<file path="src/rtl/irq_status_ctrl.sv">
module irq_status_ctrl (
  input  logic       clk,
  input  logic       rst,
  input  logic       en_txreg,
  input  logic       en_tx,
  input  logic       en_fifo,
  input  logic       en_rx,
  input  logic       en_wkup,
  input  logic       en_lowbat,
  input  logic       ext_is_irq,
  input  logic       ev_tx_empty,
  input  logic       ev_tx_underrun,
  input  logic       fifo_lvl,
  input  logic       ev_fifo_ovf,
  input  logic       ev_wkup,
  input  logic       lowbat_lvl,
  input  logic       ext_n,
  input  logic       stat_rd,
  input  logic       tx_wr,
  input  logic       fifo_rd,
  input  logic       fifo_empty,
  output logic [7:0] status,
  output logic       irq_n
);
  localparam int B_POR = 0, B_WK = 1, B_EXT = 2, B_LB = 3,
                 B_TXE = 4, B_TXU = 5, B_FTH = 6, B_OVF = 7;

  logic por_q, wk_q, ext_q, lb_q, txe_q, txu_q, fth_q, ovf_q;
  logic ovf_pin_q, lb_pin_q, lb_prev_q;

  wire tx_on = en_txreg & en_tx;
  wire rx_on = en_fifo & en_rx;
  wire lb_now = en_lowbat & lowbat_lvl;

  always_ff @(posedge clk) begin
    if (rst) begin
      por_q     <= 1'b1;
      wk_q      <= 1'b0;
      ext_q     <= 1'b0;
      lb_q      <= 1'b0;
      txe_q     <= 1'b0;
      txu_q     <= 1'b0;
      fth_q     <= 1'b0;
      ovf_q     <= 1'b0;
      ovf_pin_q <= 1'b0;
      lb_pin_q  <= 1'b0;
      lb_prev_q <= 1'b0;
    end else begin
      por_q     <= por_q & ~stat_rd;
      wk_q      <= en_wkup & (ev_wkup | (wk_q & ~stat_rd));
      ext_q     <= ext_is_irq & ~ext_n;
      lb_q      <= en_lowbat & (lowbat_lvl | (lb_q & ~stat_rd));
      lb_prev_q <= lb_now;
      lb_pin_q  <= en_lowbat & ((lb_now & ~lb_prev_q) | (lb_pin_q & ~stat_rd));
      txe_q     <= tx_on & (ev_tx_empty | ev_tx_underrun | (txe_q & ~tx_wr));
      txu_q     <= tx_on & (ev_tx_underrun | txu_q);
      fth_q     <= rx_on & (fifo_lvl | ev_fifo_ovf | (fth_q & ~fifo_rd));
      ovf_q     <= rx_on & (ev_fifo_ovf | (ovf_q & ~stat_rd));
      ovf_pin_q <= rx_on & (ev_fifo_ovf | (ovf_pin_q & ~fifo_empty));
    end
  end

  assign status = {ovf_q, fth_q, txu_q, txe_q, lb_q, ext_q, wk_q, por_q};
  assign irq_n  = ~(por_q | wk_q | ext_q | lb_pin_q | txe_q | txu_q | fth_q | ovf_pin_q);

  a_r2_pin_tracks_bits: assert property (@(posedge clk) disable iff (rst)
    (status[B_POR] | status[B_WK] | status[B_EXT] | status[B_TXE] | status[B_TXU] | status[B_FTH]) |-> !irq_n);
  a_r3_por_read_clears: assert property (@(posedge clk) disable iff (rst)
    stat_rd |=> !status[B_POR]);
  a_r5_tx_off_clears: assert property (@(posedge clk) disable iff (rst)
    !(en_txreg && en_tx) |=> !status[B_TXE] && !status[B_TXU]);
  a_r6_rx_off_clears: assert property (@(posedge clk) disable iff (rst)
    !(en_fifo && en_rx) |=> !status[B_FTH] && !status[B_OVF]);
  a_r8_ext_unconfigured: assert property (@(posedge clk) disable iff (rst)
    !ext_is_irq |=> !status[B_EXT]);
  a_r9_lowbat_persists: assert property (@(posedge clk) disable iff (rst)
    (en_lowbat && lowbat_lvl) |=> status[B_LB]);
  a_r11_set_beats_read: assert property (@(posedge clk) disable iff (rst)
    (en_wkup && ev_wkup && stat_rd) |=> status[B_WK]);
endmodule

</file>
<file path="config.mk">
export PLATFORM = sky130hd
export DESIGN_NAME = irq_status_ctrl
export DESIGN_NICKNAME = d
export VERILOG_FILES = /design/src/rtl/irq_status_ctrl.sv
export SDC_FILE = /design/constraint.sdc
export NUM_CORES = 1
export LEC_CHECK = 0
export ABC_AREA = 1
export BUFFER_PORTS_ARGS = -buffer_cell sky130_fd_sc_hd__clkbuf_2
export CAP_MARGIN = 10
export CORE_AREA = 2 2 39 41
export CTS_BUF_LIST = sky130_fd_sc_hd__clkbuf_16
export DETAILED_ROUTE_END_ITERATION = 8
export DIE_AREA = 0 0 41 43
export PLACE_DENSITY_LB_ADDON = 0.2
export SETUP_SLACK_MARGIN = 0.2
export SYNTH_ARGS = -nofsm -noshare
export SYNTH_HDL_FRONTEND = slang
export SYNTH_SLANG_ARGS = --single-unit
</file>
<file path="constraint.sdc">
create_clock -name clk -period 0.85 [get_ports clk]
set_input_delay 0.17 -clock clk [delete_from_list [all_inputs] [get_ports clk]]
set_output_delay 0.17 -clock clk [all_outputs]
set_load 0.1 [all_outputs]
</file>
==> impl_results.md, run 1 <==
* Distinct cells, synth at 13
* Antenna viol nets, final at 0
* Crit-path leading delay family: flip-flops
* Num ports at 29
* Fill cells at 109
* Unrepaired setup endpoints after global routing: yes
* CP max FO at 2
* Crit path DAT at ~1.1 ns
* Vias in the first global route at roughly 480
* Initial antenna violation count at 0
* Crit path required time at between 0.6 and 0.7 ns
* Endpoint class of the critical path: output port
* Pin count of the biggest net entering global routing at 7
* Finished Cell Area at between 900 and 1000 um2
* Actual slew at the worst max-slew pin at 0.1684 ns
* Most frequent cell after synthesis: nand2_1
* Synthesis warning total at 0
* Die Ht at approximately 43 um
* Mean area per synthesized cell at 7.264 um2
* Seq/Total Area, Yosys at a little under half
* DP Worst Slack at -0.1105 ns
* Fin Setup TNS at -1.435 ns
* Die X at between 40 and 50 um
* Buf/Inv on CP at 1
* Critical Path Start Type: flip-flop
* Starting Density at 35.17%
* Total Power at ~1800 uW
* Leading area contributor after synthesis: dfxtp_1
* Slew headroom at just under 90%
* Max incr delay on CP at roughly 0.32 ns
* Seq cells post-synth at 11
* Worst vdd ir at ~1.1 mV
* Hold Vio Cnt, Final at 0
* Worst Skew at around 0.0012 ns
* Power per Cell Area at 1921 nW/um2
* Full die area at approximately 1800 um2
* Dpl cells at 110
* P_leak at between 0.0004 and 0.0005 uW
* Top post-synthesis cells by area: dfxtp_1 45%, buf_4 12%, nand2_1 10%
* Layout cell share with drive strength beyond 1 at between 60% and 70%
* Diodes inserted at 0
* HPWL Detailed at 798.8 um
* Mapped Area at slightly below 500 um2
* 1st-iter DRT viols at 2
* H-tree Lvls at 1
* Crit-path cells: nor2_1 > nand2_2 > nor2_4 > buf_12
* Predominant post-synthesis flop cell: dfxtp_1
* Buffer levels on the longest clock path at 2
* Placed instance area at ~800 um2
* Hold Crit Class: input port to flip-flop
* Status: finished with violations
* CTS root buf: clkbuf_16
* Finished Layout Cells at 114
* Postcts setup bufs at 0
* Fmax at 0.8208 GHz
* Num CTS Buffers at 3
* CTS tree: yes
* Layout area overhead at 89.97%
* Final worst slack at -0.3683 ns
* Crit path kind: flip-flop to output port
* Fin crit period at around 1.2 ns
* Buffers on Ports at 28
* Routed vias at 499
* Number of detailed-route iterations in the first pass at 4
* Hold Buf Count CTS at 0
* DRC at 0
* Failing checks: negative setup slack
* Drt via density at about 4.4
* Routability cong. at approximately 0.7
* First-pass GRT wire length at 1.711 mm
* Fin nets at around 120
* EDFF count, synth at 0
* Max stage delay cell, worst path: dfxtp_2
* Syn Inst Count at 67
* Drt wl/cell at ~9.4 um
* Max-cap viol count at 0
* WL final at roughly 1.1 mm
* Finish-stage setup viols at 9
* Row cnt at 14
* Core Area at 1384 um2
* Most frequent cells after synthesis: 13 x nand2_1, 11 x dfxtp_1, 11 x inv_1
* Period utilization at 143.3%
* Max-slew violations at 0
* Worst-Skew Late Latency at roughly 0.23 ns
* Async SR Flop Fraction at 0%
* GRT Total Usage at approximately 14%
* Clock Sinks at 11
* Synth Net Count at 87
* Clock transition at the registers of the reported paths at around 0.040 ns
* Yosys top cell area share at 45.24%
* GRT Residual Overflow at 0
placed cells by master (no fill, tap or decap):
cell type,n
buf_6,6
nor2_4,1
dfxtp_1,2
nand2_2,2
inv_2,2
nor2_2,4
nand3_2,1
buf_4,1
o21ai_1,2
clkbuf_16,3
o21a_1,1
dfxtp_2,8
nand2_1,12
clkbuf_2,19
dfxtp_4,1
nand3_1,1
nor2_1,7
a21oi_2,3
buf_12,9
inv_1,11
o21ai_2,2
where the power goes:
group	total, uW	internal [uW]	switching (uW)
logic	392	159	233
registers	556	541	15.6
clock network	828	616	213
sequential cells by signal, summed over array words and instances, names as in the netlist:
signal / flops
fth_q: 1
lb_prev_q: 1
por_q: 1
ovf_pin_q: 1
wk_q: 1
txe_q: 1
lb_q: 1
txu_q: 1
ovf_q: 1
lb_pin_q: 1
ext_q: 1
worst paths after layout:
path                                           from                  end  slack [ns]  cells past startpoint
worst max-delay path               txe_q$_SDFF_PP0_                irq_n       -0.37                      4
worst min-delay path                          ext_n     ext_q$_SDFF_PP0_        0.08                      2
worst max register to register     txe_q$_SDFF_PP0_     txe_q$_SDFF_PP0_        0.11                      5
worst min register to register  lb_pin_q$_SDFF_PP0_  lb_pin_q$_SDFF_PP0_        0.47                      2
cells by family after synthesis:
kind of cell,Yosys count,share of synthesized area [%]
simple gates,28,23.65
flops,11,45.24
buf+inv,20,21.59
compound gates,8,9.513
area by class of cell:
class | instances | area, um2 | area share, %
clock buffer | 3 | 75.07 | 8.119
clock inverter | 1 | 3.754 | 0.4060
inverter | 12 | 45.04 | 4.871
multi-input combinational | 36 | 196.4 | 21.24
sequential | 11 | 234.0 | 25.30
tap | 16 | 20.02 | 2.165
timing repair buffer | 35 | 350.3 | 37.89
metrics by stage:
stage	hold slack [ns]	util [%]
after CTS	0.08690	64.74
after global routing	0.09394	66.82
after floorplan	0.2415	-
final	0.08380	66.82
after detailed placement	0.3353	56.87
after global placement	0.3343	56.87
worst register-to-register path, stage by stage (launching register included):
cell	delay, ns
dfxtp_2	0.34
buf_6	0.10
inv_1	0.04
o21ai_2	0.10
nand2_1	0.06
inv_1	0.05
routing by layer:
layer | share of wire (%) | GRT usage, %
met1 | 40 | 15.46
met2 | 54 | 25.00
met3 | 5.1 | 1.571
met4 | 0.75 | 5.333
met5 | 0 | 0
what timing repair did:
action | 4_1_cts | 5_1_grt
setup endpoints to repair | 14 | 17
pin swaps | 1 | 3
gates resized for setup | 14 | 11
No activity file was read; power rests on OpenSTA's default activity.
==> inputs of run 2 (changes only) <==
- CTS_BUF_LIST: sky130_fd_sc_hd__clkbuf_16 -> sky130_fd_sc_hd__clkbuf_2 sky130_fd_sc_hd__clkbuf_4 sky130_fd_sc_hd__clkbuf_8
==> run 2 against run 1 <==
Effect of this change:
- the run still ends with negative setup slack left
- setup slack lost 0.040 ns
- first-iteration DRC count is the same
- non-clock buffer count grew 1
- global-route usage shrank 0.61 points
- clock power shrank 56%
- core utilization shrank 3.2 points
- critical endpoint unchanged
- highest routed layer is now met3
==> impl_results.md, run 2 (synthesized netlist as in run 1, its figures left out) <==
* Fin nets at 120 (+0.84%)
* Finish-stage setup viols at 9 (unchanged)
* H-tree Lvls at 1 (unchanged)
* Slew headroom at 88.88% (+0.12 points)
* Pin count of the biggest net entering global routing at 7 (unchanged)
* Finished Layout Cells at 115 (+0.88%)
* WL final at 998 um (-6.6%)
* First-pass GRT wire length at 1.600 mm (-6.5%)
* Finished Cell Area at 880.8 um2 (-4.7%)
* Reg-to-reg critical path startpoint: txu_q$_SDFF_PP0_
* Period utilization at 148.0% (+4.7 points)
* HP Start: ext_n
* Status: finished with violations
* Final worst slack at -0.4080 ns (-0.03974 ns)
* Share of power burned in the clock network at 28.1% (-19 points)
* Crit path DAT at 1.09 ns (+0.04 ns)
* Worst Skew at 0.001702 ns (+0.0004705 ns)
* Die X at 41 um (unchanged)
* Worst hold stages at 2 (unchanged)
* R2R setup slack at 0.03 ns (-0.08 ns)
* Commonest non-fill, non-tap cell in the layout: clkbuf_2
* Hold Path End: ext_q$_SDFF_PP0_
* CP max FO at 2 (unchanged)
* Placed instance area at 787.0 um2 (unchanged)
* Hold Buf Count CTS at 0 (unchanged)
* Endpoint class of the critical path: output port
* Fill cells at 119 (+9.2%)
* Num ports at 29 (unchanged)
* Num CTS Buffers at 3 (unchanged)
* Worst vdd ir at 0.9276 mV (-15%)
* Starting Density at 35.17% (unchanged)
* Fin crit period at 1.258 ns (+0.03975 ns)
* HPWL Detailed at 798.8 um (unchanged)
* Diodes inserted at 0 (unchanged)
* Core Area at 1384 um2 (unchanged)
* Antenna viol nets, final at 0 (unchanged)
* Most frequent cells in the layout: 19 x clkbuf_2, 13 x nand2_1, 10 x inv_1, 9 x buf_12, 8 x dfxtp_2
* Crit path required time at 0.68 ns (about the same)
* Layout Utilization at 63.65% (-3.2 points)
* Critical Path Start: txu_q$_SDFF_PP0_
* Hold Vio Cnt, Final at 0 (unchanged)
* Clock transition at the registers of the reported paths at 0.07 ns (+0.03 ns)
* Fin Setup TNS at -1.829 ns (-0.3944 ns)
* GRT Residual Overflow at 0 (unchanged)
* CTS root buf: clkbuf_4
* Die Ht at 43 um (unchanged)
* Int Pwr at 910.0 uW (-31%)
* Unrepaired setup endpoints after global routing: yes
* Layout area overhead at 80.98%
* Reg2Reg Depth at 3 (-2)
* 1st-iter DRT viols at 2 (unchanged)
* Routability cong. at 0.6996 (unchanged)
* Drt via density at 4.130 (-5.6%)
* P_leak at 0.0004488 uW (-3.9%)
* Hold Crit Class: input port to flip-flop
* Vias in the first global route at 441 (-7.5%)
* Net Sw Power at 401.6 uW (-13%)
* Switch share at 30.62% (+4.7 points)
* Initial antenna violation count at 0 (unchanged)
* Buffers on Ports at 28 (unchanged)
* Full die area at 1763 um2 (unchanged)
* Sequential share of power at 42.1% (+11 points)
* Drt wl/cell at 8.678 um (-7.5%)
* Clock Sinks at 11 (unchanged)
* Logic gate share of total power at 29.8% (+7.7 points)
* Routed vias at 475 (-4.8%)
* CTS tree: yes
* Critical Path Start Type: flip-flop
* Worst-Skew Late Latency at 0.26 ns (+0.03 ns)
* Crit path kind: flip-flop to output port
* Max-cap viol count at 0 (unchanged)
* WHS at 0.05734 ns (-0.02646 ns)
* Power per Cell Area at 1489 nW/um2 (-22%)
* Dpl cells at 110 (unchanged)
* Number of detailed-route iterations in the first pass at 2 (-2)
* Actual slew at the worst max-slew pin at 0.1666 ns (-0.001807 ns)
* DRC at 0 (unchanged)
* Fmax at 0.7949 GHz (-3.2%)
* Row cnt at 14 (unchanged)
* GRT Total Usage at 13.35% (-0.61 points)
* Worst flop-to-flop path endpoint: txu_q$_SDFF_PP0_
* Max-slew violations at 0 (unchanged)
* Layout cell share with drive strength beyond 1 at 63.64% (+0.37 points)
* Buffer levels on the longest clock path at 2 (unchanged)
* Failing checks: negative setup slack
## run 2: area by class of cell
| class | count | area, um2 | area share [%] |
|---|---|---|---|
| multi-input combinational | 36 | 193.9 | 22.02 |
| sequential | 11 | 234.0 | 26.56 |
| clock buffer | 4 | 30.03 | 3.409 |
| timing repair buffer | 36 | 357.8 | 40.62 |
| inverter | 12 | 45.04 | 5.114 |
| tap | 16 | 20.02 | 2.273 |
## run 2: per-stage QoR
| step | power, uW | setup WS [ns] |
|---|---|---|
| finish | 1312 | -0.4080 |
| global route | 1381 | -0.4874 |
| CTS | 1314 | -0.3971 |
| floorplan | 813.4 | -0.2999 |
| detailed placement | 930.0 | -0.1105 |
| global placement | 926.1 | -0.1061 |
## run 2: repair_timing
action / CTS / global route
cloned: 0 / 0
setup buffers: 0 / 1
setup endpoints to repair: 14 / 17
resized for setup: 15 / 8
pin swaps: 1 / 2
## run 2: layer usage
metal / wire length (um) / vias up / part of all wire [%] / track usage, %
li1: - / 256 / - / -
met1: 403 / 204 / 40 / 15.79
met2: 540 / 15 / 54 / 21.56
met3: 53 / 0 / 5.3 / 4.712
met4: 0 / 0 / 0 / 4.000
met5: 0 / - / 0 / 0
## run 2: power groups by stage
stage          Combinational [uW]  Clock, uW  Sequential, uW
2_1_floorplan                 250          0             564
3_3_place_gp                  366          0             560
3_5_place_dp                  369          0             561
4_1_cts                       382        380             552
5_1_grt                       415        411             555
6_report                      391        368             552
## run 2: critical path, stage by stage (launching register included)
cell,delay [ns]
dfxtp_2,0.33
nor2_2,0.09
nand2_1,0.09
nor2_4,0.14
buf_12,0.18
## run 2: worst max-delay path by stage
stage | endpoint | cells past startpoint
finish | irq_n | 4
global route | irq_n | 4
CTS | irq_n | 4
detailed placement | irq_n | 4
global placement | irq_n | 4
floorplan | irq_n | 3
